## src/rtl/prio_pkg.sv

```systemverilog
// Package: shared constants for the one-hot priority grant encoder.
// Assumes: slices are always four bits wide; only the slice count varies.
package prio_pkg;
    localparam int unsigned SLICE_W = 4;
endpackage

```

## src/rtl/prio_slice.sv

```systemverilog
// Module: prio_slice
// Purpose: resolve one four-bit slice. Bit 0 of the slice has the highest
// priority. The slice reports whether any of its bits is active, and it
// produces a one-hot pick gated by the enable it receives from the chain.
// Assumes: slice_en_i is low whenever a higher-priority slice is active.
module prio_slice
    import prio_pkg::*;
(
    input  logic [SLICE_W-1:0] req_i,
    input  logic               slice_en_i,
    output logic               active_o,
    output logic [SLICE_W-1:0] pick_o
);

    logic gate;

    // Activity detect: the OR of all four request bits in this slice
    always_comb active_o = |req_i;

    // Gate shared by every term: the slice is active and not killed
    always_comb gate = active_o & slice_en_i;

    generate
        for (genvar k = 0; k < SLICE_W; k++) begin : g_term
            if (k == 0) begin : g_top
                // Top-priority term: needs no inverted inputs
                always_comb pick_o[k] = req_i[k] & gate;
            end else begin : g_low
                // Lower term: blocked by any set bit below it in the slice
                always_comb pick_o[k] = req_i[k] & ~(|req_i[k-1:0]) & gate;
            end
        end
    endgenerate

endmodule

```

## src/rtl/prio_kill_chain.sv

```systemverilog
// Module: prio_kill_chain
// Purpose: running OR from slice 0 upward. A slice is enabled only when no
// lower-indexed (higher-priority) slice is active. The final OR value
// doubles as the any-request flag.
// Assumes: slice_act_i[g] is the activity OR of slice g.
module prio_kill_chain #(
    parameter int unsigned NUM_GRP = 8
) (
    input  logic [NUM_GRP-1:0] slice_act_i,
    output logic [NUM_GRP-1:0] slice_en_o,
    output logic               any_o
);

    logic [NUM_GRP:0] seen;

    // Chain seed: nothing lies above slice 0
    always_comb seen[0] = 1'b0;

    generate
        for (genvar g = 0; g < NUM_GRP; g++) begin : g_link
            // Accumulate activity of all slices with index up to g
            always_comb seen[g+1] = seen[g] | slice_act_i[g];
            // Enable slice g only when no earlier slice was active
            always_comb slice_en_o[g] = ~seen[g];
        end
    endgenerate

    // Any request anywhere in the vector
    always_comb any_o = seen[NUM_GRP];

endmodule

```

## src/rtl/prio_out_stage.sv

```systemverilog
// Module: prio_out_stage
// Purpose: optional output register. With REG_OUT=1 the grant and valid
// flag are registered, with a synchronous active-low reset to zero. With
// REG_OUT=0 they pass straight through.
// Assumes: the inputs come from combinational logic clocked by clk.
module prio_out_stage #(
    parameter int unsigned WIDTH   = 32,
    parameter bit          REG_OUT = 1'b1
) (
    input  logic             clk,
    input  logic             rst_n,
    input  logic [WIDTH-1:0] grant_d,
    input  logic             valid_d,
    output logic [WIDTH-1:0] grant_q,
    output logic             valid_q
);

    generate
        if (REG_OUT) begin : g_reg
            // Register the grant and valid flag; reset clears both
            always_ff @(posedge clk) begin
                if (!rst_n) begin
                    grant_q <= '0;
                    valid_q <= 1'b0;
                end else begin
                    grant_q <= grant_d;
                    valid_q <= valid_d;
                end
            end

            AST_REG_LAG: assert property (@(posedge clk) disable iff (!rst_n)
                1'b1 |=> (grant_q == $past(grant_d) && valid_q == $past(valid_d)));
            AST_RESET_CLEAR: assert property (@(posedge clk)
                !rst_n |=> (grant_q == '0 && !valid_q));
        end else begin : g_wire
            // Pass-through: the outputs follow the inputs in the same cycle
            always_comb grant_q = grant_d;
            always_comb valid_q = valid_d;
        end
    endgenerate

endmodule

```

## src/rtl/onehot_prio_enc.sv

```systemverilog
// Module: onehot_prio_enc
// Purpose: one-hot priority grant over 4*NUM_GRP requests. Bit 0 has the
// highest priority. Slices resolve locally, and a kill chain masks the
// slices behind an active one. An optional register stage follows.
// Assumes: req_i is a stable, known value at each rising clock edge.
module onehot_prio_enc
    import prio_pkg::*;
#(
    parameter int unsigned NUM_GRP = 8,
    parameter bit          REG_OUT = 1'b1
) (
    input  logic                       clk,
    input  logic                       rst_n,
    input  logic [SLICE_W*NUM_GRP-1:0] req_i,
    output logic [SLICE_W*NUM_GRP-1:0] grant_o,
    output logic                       any_valid_o
);

    localparam int unsigned WIDTH = SLICE_W * NUM_GRP;

    logic [NUM_GRP-1:0] slice_act;
    logic [NUM_GRP-1:0] slice_en;
    logic [WIDTH-1:0]   grant_c;
    logic               any_c;

    generate
        for (genvar g = 0; g < NUM_GRP; g++) begin : g_slice
            prio_slice u_slice (
                .req_i      (req_i[g*SLICE_W +: SLICE_W]),
                .slice_en_i (slice_en[g]),
                .active_o   (slice_act[g]),
                .pick_o     (grant_c[g*SLICE_W +: SLICE_W])
            );
        end
    endgenerate

    prio_kill_chain #(.NUM_GRP(NUM_GRP)) u_chain (
        .slice_act_i (slice_act),
        .slice_en_o  (slice_en),
        .any_o       (any_c)
    );

    prio_out_stage #(.WIDTH(WIDTH), .REG_OUT(REG_OUT)) u_out (
        .clk     (clk),
        .rst_n   (rst_n),
        .grant_d (grant_c),
        .valid_d (any_c),
        .grant_q (grant_o),
        .valid_q (any_valid_o)
    );

    AST_GRANT_IN_REQ: assert property (@(posedge clk) disable iff (!rst_n)
        (grant_c & ~req_i) == '0);
    AST_ONEHOT_GRANT: assert property (@(posedge clk) disable iff (!rst_n)
        $onehot0(grant_c));
    AST_NO_EARLIER_REQ: assert property (@(posedge clk) disable iff (!rst_n)
        (grant_c != '0) |-> (((grant_c - 1'b1) & req_i) == '0));
    AST_VALID_MATCH: assert property (@(posedge clk) disable iff (!rst_n)
        any_c == (grant_c != '0));
    AST_IDLE_ZERO: assert property (@(posedge clk) disable iff (!rst_n)
        (req_i == '0) |-> (grant_c == '0 && !any_c));

endmodule

```

## config.mk

```make
export PLATFORM = sky130hd
export DESIGN_NAME = onehot_prio_enc
export DESIGN_NICKNAME = d
export VERILOG_FILES = /design/src/rtl/prio_pkg.sv /design/src/rtl/prio_slice.sv /design/src/rtl/prio_kill_chain.sv /design/src/rtl/prio_out_stage.sv /design/src/rtl/onehot_prio_enc.sv
export SDC_FILE = /design/constraint.sdc
export NUM_CORES = 1
export LEC_CHECK = 0
export ABC_CLOCK_PERIOD_IN_PS = 1100
export BUFFER_PORTS_ARGS = -buffer_cell sky130_fd_sc_hd__buf_4
export CAP_MARGIN = 15
export CORE_ASPECT_RATIO = 1.25
export CORE_MARGIN = 4
export CORE_UTILIZATION = 39
export CTS_BUF_LIST = sky130_fd_sc_hd__clkbuf_16
export DETAILED_ROUTE_END_ITERATION = 8
export PLACE_DENSITY = 0.75
export SYNTH_ARGS = -nofsm -noshare
export SYNTH_HDL_FRONTEND = slang
export SYNTH_SLANG_ARGS = --single-unit
```

## constraint.sdc

```tcl
create_clock -name clk -period 1.1 [get_ports clk]
set_input_delay 0.165 -clock clk [delete_from_list [all_inputs] [get_ports clk]]
set_output_delay 0.165 -clock clk [all_outputs]
set_load 0.01 [all_outputs]
```

==> metrics.md <==
| Metric | Value |
|---|---|
| Area Overhead vs Synth | `86.2%` |
| Initial Utilization | `40.9%` |
| Synth Warn # | `0` |
| Mapped cell area | `0.00122 mm2` |
| Sink Count | `33` |
| Worst-path cell chain | `buf_4 -> nor4_4 -> nand4_2 -> buf_4 -> o31a_1` |
| Synth top area cells | `dfxtp_1, nor4_1, nor4_2` |
| Startpoint types | `input port` |
| IO Port Bufs | `66` |
| Fin. max-slew vios | `0` |
| GPL Wtd Cong | `0.790` |
| DRT Pass-1 Iters | `4` |
| P_leak | `1.07 nW` |
| Post-synth top cells | `dfxtp_1, nor2_1, nor4_1` |
| Main synth FF type | `dfxtp_1` |
| 1st-iter DRT viols | `16` |
| Routed len/inst | `13.5 um` |
| Min Tclk post-route | `1.06 ns` |
| Rel. slew slack | `76.8%` |
| CTS H-tree lvls | `2` |
| VDD IR-drop max | `1.03 mV` |
| Hold Crit Class | `input port to flop` |
| CP max FO | `7` |
| Hold Violations, Final | `0` |
| Fmax | `945 MHz` |
| Core Footprint | `0.00297 mm2` |
| Final setup viols | `0` |
| Via Count | `1270` |
| CTS clk-pin slew, worst paths | `0.05 ns` |
| Reg area | `661 um2` |
| Tightest Pin Transition | `0.347 ns` |
| CP Buf/Inv Count | `2` |
| Avg Synthesized Cell Area | `10.9 um2` |
| Post-synth cell types | `29` |
| Area of the die | `0.00408 mm2` |
| CTS Buf Count | `5` |
| Total power | `0.00281 W` |
| Via density | `5.00` |
| Yosys top cell by area | `dfxtp_1` |
| DR DRC count | `0` |
| Slowest cell on crit path | `nor4_4` |
| I/O pin cnt | `67` |
| Layout cells sized above 1 | `60.1%` |
| Overall routing resource usage | `16.1%` |
| Hold-fix buffers, CTS | `0` |
| Layout fillers | `201` |
| PwrDens | `1240 mW/mm2` |
| Crit path DAT | `1.22 ns` |
| Crit end category | `flop` |
| Largest family of logic cells by synthesized area | `simple AND/OR/NAND/NOR gates` |
| Post-synthesis simple-gate area fraction | `42.5%` |
| Clock Tree Buf Depth | `2` |
| Mux cell area share after synthesis | `0%` |
| Die height | `70.4 um` |
| CTS Root Cell | `clkbuf_16` |
| Proportion of netlist area held by the largest area contributor | `54.3%` |
| Final ANT Viol Nets | `0` |
| First-pass GRT wire length | `5.07 mm` |
| Synth Area in Compound Gates | `0.720%` |
| Post-detail-place hpwl | `2.57 mm` |
| Max_cap viols | `0` |
| Post-synth EDFFs | `0` |
| Xor/xnor share of the synthesized area | `0%` |
| Synthesized Nets | `146` |
| Seq cells post-synth | `33` |
| Async set-or-reset flop fraction in the synthesized netlist | `0%` |
| Net count, final | `251` |
| Ant diodes | `0` |
| Synth Instances | `112` |
| CP Class | `input port to flop` |
| Antenna violations before repair | `0` |
| CTS tree | `done` |
| Top delay family on crit path | `simple AND/OR/NAND/NOR gates` |
| WP data required | `1.26 ns` |
| Grt ovf | `0` |
| Final Util | `76.2%` |
| Vias in the first global route | `1227` |
| Synth Area in Adders | `0%` |
| Die Wd | `57.9 um` |
| Multi-input logic area | `638 um2` |
| Most frequent CP cell | `buf_4` |
| Slowest stage delay, CP | `0.34 ns` |
| # rows | `22` |
| Largest net degree at the start of global routing | `19` |
| Top-count cell post-synth | `dfxtp_1` |
| Seq/Total Area, Yosys | `54.3%` |
| Overall routed net length | `3.42 mm` |
| Status | `finished, final reports clean` |
| Final Cycle Share | `96.2%` |
path summary, 6_finish.rpt:
| path | cells past startpoint | startpoint | end |
|---|---|---|---|
| max | 5 | req_i[22] | u_out.valid_q |
| min | 2 | req_i[0] | u_out.grant_q[0] |
repair_timing:
item,CTS,global route
pin swaps,0,5
gates resized for setup,1,16
setup buffers,0,3
endpoints found under the setup margin,5,10
report_power, final:
| group | switching, W | leakage (nW) | internal, W | total [W] |
|---|---|---|---|---|
| Combinational | 0.000137 | 0.729 | 0.000180 | 0.000317 |
| Clock | 0.000469 | 0.0748 | 0.000819 | 0.00129 |
| Sequential | 0.00000207 | 0.267 | 0.00120 | 0.00121 |
state kept, by name, summed over array words and instances (netlist names):
register / cells
u_out.grant_q: 32
u_out.valid_q: 1
per-stage QoR:
step | hold WS, ns | instances | area [um2] | TNS, ns | setup WS, ns
floorplan | 0.235 | 112 | 1230 | -0.101 | -0.0388
global route | 0.144 | 254 | 2260 | -0.00648 | -0.00392
CTS | 0.131 | 251 | 2140 | 0 | 0.00386
global placement | 0.403 | 243 | 1990 | -4.31 | -0.269
detailed placement | 0.414 | 243 | 1990 | -4.96 | -0.344
finish | 0.130 | 254 | 2260 | 0 | 0.0420
cell type report:
type | instances | share of cell area, %
timing repair buffer | 99 | 33.7
sequential | 33 | 29.2
clock inverter | 3 | 0.608
tap | 36 | 1.99
clock buffer | 5 | 5.52
multi-input combinational | 73 | 28.2
inverter | 5 | 0.829
kinds of logic (layout without fill, tap and decap cells):
kind of cell           after synthesis  count (layout)
buffers and inverters                6             112
AOI/OAI and AO/OA                    1               1
and+or+nand+nor                     72              72
DFF                                 33              33
metal layers:
metal | share of wire [%] | routed length, um | vias up | track usage (%)
met1 | 34 | 1180 | 589 | 15.7
met2 | 52 | 1790 | 58 | 28.8
met3 | 11 | 376 | 5 | 6.10
met5 | 0 | 0 | - | 0
met4 | 2.2 | 74 | 0 | 7.73
li1 | - | - | 618 | -
layout by cell type, fill, tap and decap left out, drive strengths merged:
cell type / Yosys / final
nor4b: 2 / 2
and4b: 2 / 2
dfxtp: 33 / 33
nand3: 2 / 2
clkinv: 0 / 2
nor3b: 1 / 1
or4: 1 / 1
nand2b: 1 / 1
and3b: 2 / 2
nor2: 12 / 12
nand4b: 2 / 2
clkbuf: 0 / 5
inv: 5 / 6
nand3b: 1 / 1
and4: 1 / 1
nand4: 3 / 3
and3: 4 / 4
nor4: 19 / 19
nor2b: 1 / 1
nand2: 10 / 10
o31a: 1 / 1
buf: 1 / 99
and2: 3 / 3
nor3: 5 / 5
Power figures use the tool's default switching activity.
